`config.mk`:
```
export PLATFORM = sky130hd
export DESIGN_NAME = sd_blk_xfer
export DESIGN_NICKNAME = d
export VERILOG_FILES = /design/src/rtl/sd_blk_pkg.sv /design/src/rtl/sd_blk_wdog.sv /design/src/rtl/sd_blk_rxhold.sv /design/src/rtl/sd_blk_xfer.sv
export SDC_FILE = /design/constraint.sdc
export NUM_CORES = 1
export LEC_CHECK = 0
export BUFFER_PORTS_ARGS = -buffer_cell sky130_fd_sc_hd__buf_4
export CAP_MARGIN = 20
export CORE_AREA = 2 2 110 112
export CTS_BUF_LIST = sky130_fd_sc_hd__clkbuf_8
export CTS_CLUSTER_SIZE = 8
export DETAILED_ROUTE_END_ITERATION = 8
export DIE_AREA = 0 0 112 114
export GPL_TIMING_DRIVEN = 0
export PLACE_DENSITY = 0.6
export SYNTH_ARGS = -nofsm -noshare
export SYNTH_HDL_FRONTEND = slang
export SYNTH_SLANG_ARGS = --single-unit
```
`constraint.sdc`:
```
create_clock -name clk -period 3.5 [get_ports clk]
set_input_delay 0 -clock clk [delete_from_list [all_inputs] [get_ports clk]]
set_output_delay 0 -clock clk [all_outputs]
set_load 0.1 [all_outputs]
```
`src/rtl/sd_blk_pkg.sv`:
```
package sd_blk_pkg;
   typedef enum logic [1:0] {
      XM_READ  = 2'd0,
      XM_WRITE = 2'd1,
      XM_STOP  = 2'd2,
      XM_RSVD  = 2'd3
   } xfer_mode_e;

   typedef enum logic [3:0] {
      ST_IDLE,
      ST_HUNT,
      ST_RDATA,
      ST_CHK,
      ST_BUSY,
      ST_TOK,
      ST_WDATA,
      ST_RESP,
      ST_FIN
   } xfer_st_e;

   localparam logic [7:0] FILL_BYTE   = 8'hFF;
   localparam logic [7:0] START_MARK  = 8'hFE;
   localparam logic [7:0] STOP_MARK   = 8'hFD;
   localparam logic [4:0] RESP_ACCEPT = 5'h05;
endpackage

```
`src/rtl/sd_blk_wdog.sv`:
```
module sd_blk_wdog #(
   parameter int LIMIT = 1000
) (
   input  logic clk,
   input  logic rst_n,
   input  logic run,
   output logic expired
);
   localparam int W = $clog2(LIMIT + 1);
   localparam logic [W-1:0] LIM_V = W'(LIMIT);

   logic [W-1:0] ticks;

   always_ff @(posedge clk or negedge rst_n) begin
      if (!rst_n)              ticks <= '0;
      else if (!run)           ticks <= '0;
      else if (ticks != LIM_V) ticks <= ticks + 1'b1;
   end

   assign expired = (ticks == LIM_V);
endmodule

```
`src/rtl/sd_blk_rxhold.sv`:
```
module sd_blk_rxhold #(
   parameter int DW = 8
) (
   input  logic          clk,
   input  logic          rst_n,
   input  logic          load,
   input  logic [DW-1:0] din,
   output logic          valid,
   output logic [DW-1:0] dout,
   input  logic          ready
);
   always_ff @(posedge clk or negedge rst_n) begin
      if (!rst_n) begin
         valid <= 1'b0;
         dout  <= '0;
      end else if (load) begin
         valid <= 1'b1;
         dout  <= din;
      end else if (ready) begin
         valid <= 1'b0;
      end
   end
endmodule

```
`src/rtl/sd_blk_xfer.sv`:
```
module sd_blk_xfer
   import sd_blk_pkg::*;
#(
   parameter int COUNT_W    = 10,
   parameter int TOKEN_WAIT = 5000000,
   parameter int BUSY_WAIT  = 25000000
) (
   input  logic               clk,
   input  logic               rst_n,
   input  logic               start,
   input  logic [1:0]         mode,
   input  logic [7:0]         wtoken,
   input  logic [COUNT_W-1:0] count,
   output logic               done,
   output logic               ok,
   output logic               err,
   output logic               x_req,
   output logic [7:0]         x_tx,
   input  logic               x_ack,
   input  logic [7:0]         x_rx,
   output logic [7:0]         rd_data,
   output logic               rd_valid,
   input  logic               rd_ready,
   input  logic [7:0]         wr_data,
   input  logic               wr_valid,
   output logic               wr_ready
);
   localparam int NPHASE = 2;
   localparam logic [COUNT_W-1:0] ONE = COUNT_W'(1);

   generate
      if (COUNT_W < 2) begin : g_bad_count_w
         $error("sd_blk_xfer: COUNT_W must be at least 2");
      end
      if (TOKEN_WAIT < 1 || BUSY_WAIT < 1) begin : g_bad_wait
         $error("sd_blk_xfer: wait limits must be positive");
      end
   endgenerate

   xfer_st_e           st;
   xfer_mode_e         mode_q;
   logic [7:0]         tok_q;
   logic [COUNT_W-1:0] left;
   logic               chk_second;
   logic               res_ok;
   logic               fire;
   logic               hold_load;
   logic               idle_s;
   logic [NPHASE-1:0]  phase_run;
   logic [NPHASE-1:0]  phase_exp;
   logic               bad_len;

   assign fire      = x_req & x_ack;
   assign hold_load = (st == ST_RDATA) & fire;
   assign idle_s    = (st == ST_IDLE);
   assign bad_len   = (count == '0) | count[0];

   // phase 0: start-marker hunt, phase 1: busy wait
   generate
      for (genvar i = 0; i < NPHASE; i++) begin : g_phase
         localparam int LIM = (i == 0) ? TOKEN_WAIT : BUSY_WAIT;
         assign phase_run[i] = (i == 0) ? (st == ST_HUNT) : (st == ST_BUSY);
         sd_blk_wdog #(.LIMIT(LIM)) u_wdog (
            .clk     (clk),
            .rst_n   (rst_n),
            .run     (phase_run[i]),
            .expired (phase_exp[i])
         );
      end
   endgenerate

   sd_blk_rxhold #(.DW(8)) u_hold (
      .clk   (clk),
      .rst_n (rst_n),
      .load  (hold_load),
      .din   (x_rx),
      .valid (rd_valid),
      .dout  (rd_data),
      .ready (rd_ready)
   );

   always_comb begin
      x_req    = 1'b0;
      x_tx     = FILL_BYTE;
      wr_ready = 1'b0;
      unique case (st)
         ST_HUNT, ST_CHK, ST_BUSY, ST_RESP: x_req = 1'b1;
         ST_RDATA: x_req = ~rd_valid;
         ST_TOK: begin
            x_req = 1'b1;
            x_tx  = (mode_q == XM_STOP) ? STOP_MARK : tok_q;
         end
         ST_WDATA: begin
            x_req    = wr_valid;
            x_tx     = wr_data;
            wr_ready = x_ack;
         end
         default: ;
      endcase
   end

   always_ff @(posedge clk or negedge rst_n) begin
      if (!rst_n) begin
         st         <= ST_IDLE;
         mode_q     <= XM_READ;
         tok_q      <= '0;
         left       <= '0;
         chk_second <= 1'b0;
         res_ok     <= 1'b0;
      end else begin
         unique case (st)
            ST_IDLE: if (start) begin
               mode_q <= xfer_mode_e'(mode);
               tok_q  <= wtoken;
               left   <= count;
               res_ok <= 1'b0;
               unique case (xfer_mode_e'(mode))
                  XM_STOP:  st <= ST_BUSY;
                  XM_READ:  st <= bad_len ? ST_FIN : ST_HUNT;
                  XM_WRITE: st <= bad_len ? ST_FIN : ST_BUSY;
                  default:  st <= ST_FIN;
               endcase
            end
            ST_HUNT: if (fire) begin
               if (x_rx == FILL_BYTE) begin
                  if (phase_exp[0]) st <= ST_FIN;
               end else if (x_rx == START_MARK) begin
                  st <= ST_RDATA;
               end else begin
                  st <= ST_FIN;
               end
            end
            ST_RDATA, ST_WDATA: if (fire) begin
               left <= left - 1'b1;
               if (left == ONE) begin
                  st         <= ST_CHK;
                  chk_second <= 1'b0;
               end
            end
            ST_CHK: if (fire) begin
               chk_second <= 1'b1;
               if (chk_second) begin
                  if (mode_q == XM_READ) begin
                     res_ok <= 1'b1;
                     st     <= ST_FIN;
                  end else begin
                     st <= ST_RESP;
                  end
               end
            end
            ST_BUSY: if (fire) begin
               if (x_rx == FILL_BYTE) st <= ST_TOK;
               else if (phase_exp[1]) st <= ST_FIN;
            end
            ST_TOK: if (fire) begin
               if (mode_q == XM_STOP) begin
                  res_ok <= 1'b1;
                  st     <= ST_FIN;
               end else begin
                  st <= ST_WDATA;
               end
            end
            ST_RESP: if (fire) begin
               res_ok <= (x_rx[4:0] == RESP_ACCEPT);
               st     <= ST_FIN;
            end
            ST_FIN: if (!rd_valid) st <= ST_IDLE;
            default: st <= ST_IDLE;
         endcase
      end
   end

   assign done = (st == ST_FIN) & ~rd_valid;
   assign ok   = done & res_ok;
   assign err  = done & ~res_ok;
endmodule

```
# [Yosys cells after proc, flatten, opt, wreduce, memory -nomap -nowiden]
# Cells that the tools add are included.
[totals] input_bits=42 out_inout_bits=22 word_cells=117 register_bits=83
[classes] muxes=46 n_bitwise=8 n_reduce_logical=15 add_sub_neg=3 n_eq_ne=35
[op_table] op="$mux W4" count=19
[op_table] op="$mux W25" count=2
[op_table] op="$mux W23" count=2
[op_table] op="$pmux W4 S8" count=1
[op_table] op="$ne A2 B2 Y1 const B" count=14
[op_table] op="$add A25 B1 Y25 const B" count=1
[op_table] op="$eq A25 B25 Y1 const B" count=1
[op_table] op="$ne A25 B25 Y1 const B" count=1
[op_table] op="$add A23 B1 Y23 const B" count=1
[op_table] op="$eq A23 B23 Y1 const B" count=1
[op_table] op="$ne A23 B23 Y1 const B" count=1
[op_table] op="$mux W10" count=2
[op_table] op="$pmux W10 S2" count=1
[op_table] op="$eq A4 B3 Y1 const B" count=4
[op_table] op="$eq A8 B8 Y1 const B" count=2
[op_table] op="$pmux W8 S2" count=1
[op_table] op="$mux W1" count=13
[op_table] op="$pmux W4 S3" count=1
[op_table] op="$reduce_and A12 Y1" count=1
[op_table] op="$eq A10 B1 Y1 const B" count=1
[op_table] op="$logic_not A10 Y1" count=1
[op_table] op="$sub A10 B1 Y10 const B" count=1
[op_table] op="$eq A4 B2 Y1 const B" count=2
[op_table] op="$mux W8" count=1
[op_table] op="other kinds (22)" count=32

# [Logic depth before layout (Yosys ltp)]
[logic_depth] word_depth=6 ltp_mapped=8 depth_no_buf=7

# [Modules after synthesis]
# A second synthesis with hierarchy kept.
[hier_totals] cells_unflattened=520 hier_area_um2=4962.3
[modules_own_cells] module="sd_blk_xfer" area_each_um2=1891.8 cells_per_inst=213 instances=1 seq_area_each_um2=650.6
[modules_own_cells] module="sd_blk_wdog (g_phase[1].u_wdog)" area_each_um2=1372.6 cells_per_inst=143 instances=1 seq_area_each_um2=625.6
[modules_own_cells] module="sd_blk_wdog (g_phase[0].u_wdog)" area_each_um2=1328.8 cells_per_inst=144 instances=1 seq_area_each_um2=575.6
[modules_own_cells] module="sd_blk_rxhold" area_each_um2=369.1 cells_per_inst=20 instances=1 seq_area_each_um2=225.2

# [Worst setup path before layout]
# OpenSTA, ideal clock, no wires.
[synth_path] path_kind="register to output" start="register st[2]" end="output port ok" arrival_time_ns=4.010 required_ns=3.500 stages_incl_launch_ff=6 path_slack_ns=-0.510 n_path_buf=3 path_cell_list="dfrtp_1 -> clkbuf_1 -> clkbuf_1 -> clkbuf_1 -> nor3_1 -> and2_1"
[synth_between] elab_chain_len=3
[synth_rtl] item="start: declaration" line_no="sd_blk_xfer.sv:40" rtl="xfer_st_e st;"
[synth_rtl] item="start signal: assignment" line_no="sd_blk_xfer.sv:119" rtl="XM_READ: st <= bad_len ? ST_FIN : ST_HUNT;"
[synth_rtl] item="start signal: assignment" line_no="sd_blk_xfer.sv:120" rtl="XM_WRITE: st <= bad_len ? ST_FIN : ST_BUSY;"
[synth_rtl] item="$eq A4 B4 Y1" line_no="sd_blk_xfer.sv:173" rtl="assign done = (st == ST_FIN) & ~rd_valid;"
[synth_rtl] item="$and A1 B1 Y1" line_no="sd_blk_xfer.sv:173"
[synth_rtl] item="net done" line_no="sd_blk_xfer.sv:14" rtl="output logic done,"
[synth_rtl] item="$and A1 B1 Y1" line_no="sd_blk_xfer.sv:174" rtl="assign ok = done & res_ok;"
[synth_rtl] item="end: declaration" line_no="sd_blk_xfer.sv:15" rtl="output logic ok,"
# The timed path passes the listed nets, and every way through them passes these cells.

# [Worst setup path in the final report]
[layout_path] start="register st[2]" end="output port x_tx[2]"
[layout_between] elab_chain_len=2 elab_cells_between_ends=3 cone_classes="eq/ne: 2; mux: 1"
[layout_rtl] item="$eq A4 B3 Y1" line_no="sd_blk_xfer.sv:86" rtl="unique case (st)"
[layout_rtl] item="$pmux W8 S2 (*)" line_no="sd_blk_xfer.sv:86"
[layout_rtl] item="end: declaration" line_no="sd_blk_xfer.sv:18" rtl="output logic [7:0] x_tx,"
# Mark *: on every way between the ends. The rest lies on a longest branch, timed or not.

==> impl_metrics.yaml <==
floorplan:
  ioPinCount: 64
  die_x_um: 112
  die_area_sq_um: 12770
  die_h_um: 114
  rows: 40
  start_util_pct: 39.49
  core_area_sq_um: 11710
clock_tree:
  clockBufferDepth: 2
  ctsResizeCount: 0
  clock_sinks: 83
  cts-buffers-inserted: 9
  cts_tree: "built"
  clk_latency_ns: 0.38
  htree_levels: 3
  cts-root-buf: "clkbuf_8"
  hold_buffers: 29
  path_clk_slew_ns: 0.09
  postCtsSetupRepairBufs: 0
power_and_ir_drop:
  p_leak_uw: 0.002374
  seqPwrFrac_pct: 37.1
  p_sw_uw: 1469
  p_int_uw: 2013
  max-vdd-ir-drop_v: 0.0004318
  netSwitchingFraction_pct: 42.19
  pwr-share-clk_pct: 22.6
  p_per_area_nw_per_um2: 596.3
  pwr-share-comb_pct: 40.3
route:
  ant_nets: 0
  first_pass_iters: 4
  num_vias: 4096
  viasPerCell: 5.425
  initialDrtViolationCount: 225
  drt-wirelength-per-cell_um: 15.53
  drt-total-wl_um: 11730
  route.detailed.drc: 0
global_route:
  grt_pass1_vias: 4096
  grt_max_degree: 84
  grt_pass1_wl_um: 19500
  grt-ovfl-total: 0
  track_usage_pct: 19.04
  antenna_found_initial: 0
critical_path:
  endpoint: "x_tx[2]"
  r2r_end: "st[0]$_DFFE_PN0P_"
  end_kind: "primary output"
  ff2ff_path_depth: 6
  worstPathRequired_ns: 3.50
  critPathKind: "reg -> out"
  critPathLaunch: "st[2]$_DFFE_PN0P_"
  ff2ff_setup_slack_ns: 0.87
  crit_fanout: 10
  startpoint_type: "register"
  worstPathArrival_ns: 2.78
  r2r_start: "st[1]$_DFFE_PN0P_"
synth:
  syn-cell-area_sq_um: 4624
  synth_edf_count: 0
  ys_seq_elements: 83
  synth_area_per_cell_sq_um: 9.286
  yosysSeqAreaShare_pct: 44.91
  yosysWarningCount: 0
  synthesis.nets: 546
  synthDistinctLibCells: 54
  async_reset_ff_share_pct: 100.0
  synthFlopType: "dfrtp_1"
  synth_cells: 498
timing:
  fin_crit_ns: 2.780
  hold_viol: 0
  relSlewSlack_pct: 42.49
  setup_viol: 0
  slew_viol_final: 0
  worstMarginPinSlew_ns: 0.8595
  period_share_pct: 79.43
  setup_tns_ns: 0
  clock_skew_ns: 0.01193
  rsz0062_at_grt: "no"
  max_freq_mhz: 359.7
cells_and_area:
  fin_cells: 755
  area_delta_synth_final_pct: 26.27
  drive_gt1_share_pct: 19.11
  final_net_count: 650
placement:
  dp_cells: 708
  hpwl_um: 7994
  io_buffer_count: 63
  routabilityCongestion: 0.8908
run:
  maxCapViolCount: 0
hold_path:
  min_path_type: "in -> reg"
status:
  status: "finished clean"
flip-flops by register name, indices dropped and copies added (netlist names):
| register | count |
|---|---|
| u_hold.valid | 1 |
| st | 4 |
| left | 10 |
| mode_q | 2 |
| res_ok | 1 |
| u_hold.dout | 8 |
| chk_second | 1 |
| g_phase.u_wdog.ticks | 48 |
| tok_q | 8 |
cells in the final DEF, fill, tap and decap left out, types with 6 or more instances in the layout:
cell type	instances
nand3_1	16
ha_1	6
or3_1	8
clkbuf_1	20
mux2_2	24
dlygate4sd3_1	29
o22a_1	7
nand2_1	35
a21oi_1	25
o21ai_0	24
nor4_1	12
dfrtp_1	83
xor2_1	16
clkbuf_8	10
xnor2_1	19
inv_1	19
nand4_1	18
and3_1	8
nor3_1	15
buf_4	63
nor2_1	60
worst max-delay path: stages (launching register included):
cell and delay (ns):
dfrtp_1 0.35, clkbuf_1 0.36, clkbuf_1 0.40, clkbuf_1 0.47, nand2_1 0.30, o22a_1 0.28
buf_4 0.23
cell type report:
type | count | area [sq um]
diodes | 1 | 2.502
plain buffers | 24 | 91.34
clock buffers | 10 | 137.6
clock inverters | 6 | 88.84
fillers | 1120 | 5872
inverters | 18 | 67.56
multi-input cells | 373 | 2400
flip-flops and latches | 83 | 2077
well taps | 147 | 183.9
repair buffers | 93 | 790.8
power groups by stage:
stage / clock, uW / sequential, uW / combinational (uW)
2_1_floorplan: 0 / 1620 / 705
6_report: 788 / 1290 / 1400
3_5_place_dp: 0 / 1310 / 1370
5_1_grt: 845 / 1320 / 1510
3_3_place_gp: 0 / 1300 / 1360
4_1_cts: 816 / 1290 / 1400
synthesized netlist by cell type (3+ instances only):
master,n,area (sq um)
mux2_2,24,270.3
dfrtp_1,83,2077
clkbuf_1,20,75.07
mux2i_1,3,30.03
nor2b_1,5,31.28
nor4b_1,5,43.79
nand2_1,35,131.4
a21oi_1,25,125.1
inv_1,18,67.56
xnor2_1,19,166.4
nand2b_1,3,18.77
nor3_1,16,80.08
o22ai_1,4,25.02
and2_1,4,25.02
buf_1,3,11.26
nor2_1,60,225.2
and4_1,5,43.79
xor2_1,16,140.1
or4_1,5,37.54
a22oi_1,4,30.03
nand4_1,18,112.6
or2_2,3,18.77
o21ai_0,24,120.1
a31oi_1,4,25.02
o22a_1,7,61.31
nor4_1,13,81.33
or3_1,8,50.05
ha_1,6,75.07
and3_1,8,50.05
nand3_1,16,80.08
stage by stage:
stage	hold WS [ns]	setup WS [ns]	util [%]	total power (uW)	area, sq um
6_report	0.02016	0.7199	49.86	3482	5839
5_1_grt	0.04596	0.5436	49.84	3673	5837
4_1_cts	0.001476	0.7504	49.60	3507	5809
3_5_place_dp	0.2100	0.8866	45.19	2680	5293
3_3_place_gp	0.2039	0.9097	45.19	2657	5293
2_1_floorplan	-0.2956	0.3965	-	2326	4636
routing by layer:
| layer | part of all wire, % | vias to the layer above | routed length [um] | global-route usage, % |
|---|---|---|---|---|
| met5 | 0 | - | 0 | 0 |
| met4 | 1.9 | 0 | 221 | 6.504 |
| met3 | 3.8 | 18 | 446 | 4.782 |
| met2 | 51 | 72 | 5950 | 32.57 |
| met1 | 44 | 1995 | 5106 | 23.67 |
| li1 | - | 2011 | - | - |
worst min path at each step:
stage | from | endpoint | depth (start not counted)
2_1_floorplan | rst_n | chk_second$_DFFE_PN0P_ | 0
3_3_place_gp | rd_ready | u_hold.valid$_DFFE_PN0P_ | 2
3_5_place_dp | rd_ready | u_hold.valid$_DFFE_PN0P_ | 2
4_1_cts | count[4] | left[4]$_DFFE_PN0P_ | 4
5_1_grt | count[4] | left[4]$_DFFE_PN0P_ | 4
6_report | count[4] | left[4]$_DFFE_PN0P_ | 4
logic make-up after synthesis:
kind of cell	count (synthesis)	synth area share (%)
mux	27	6.494
simple gates	218	25.08
fa+ha+maj	6	1.623
compound gates	87	11.82
buf+inv	42	3.436
flops	83	44.91
xor+xnor	35	6.629
Power figures use the tool's default switching activity.
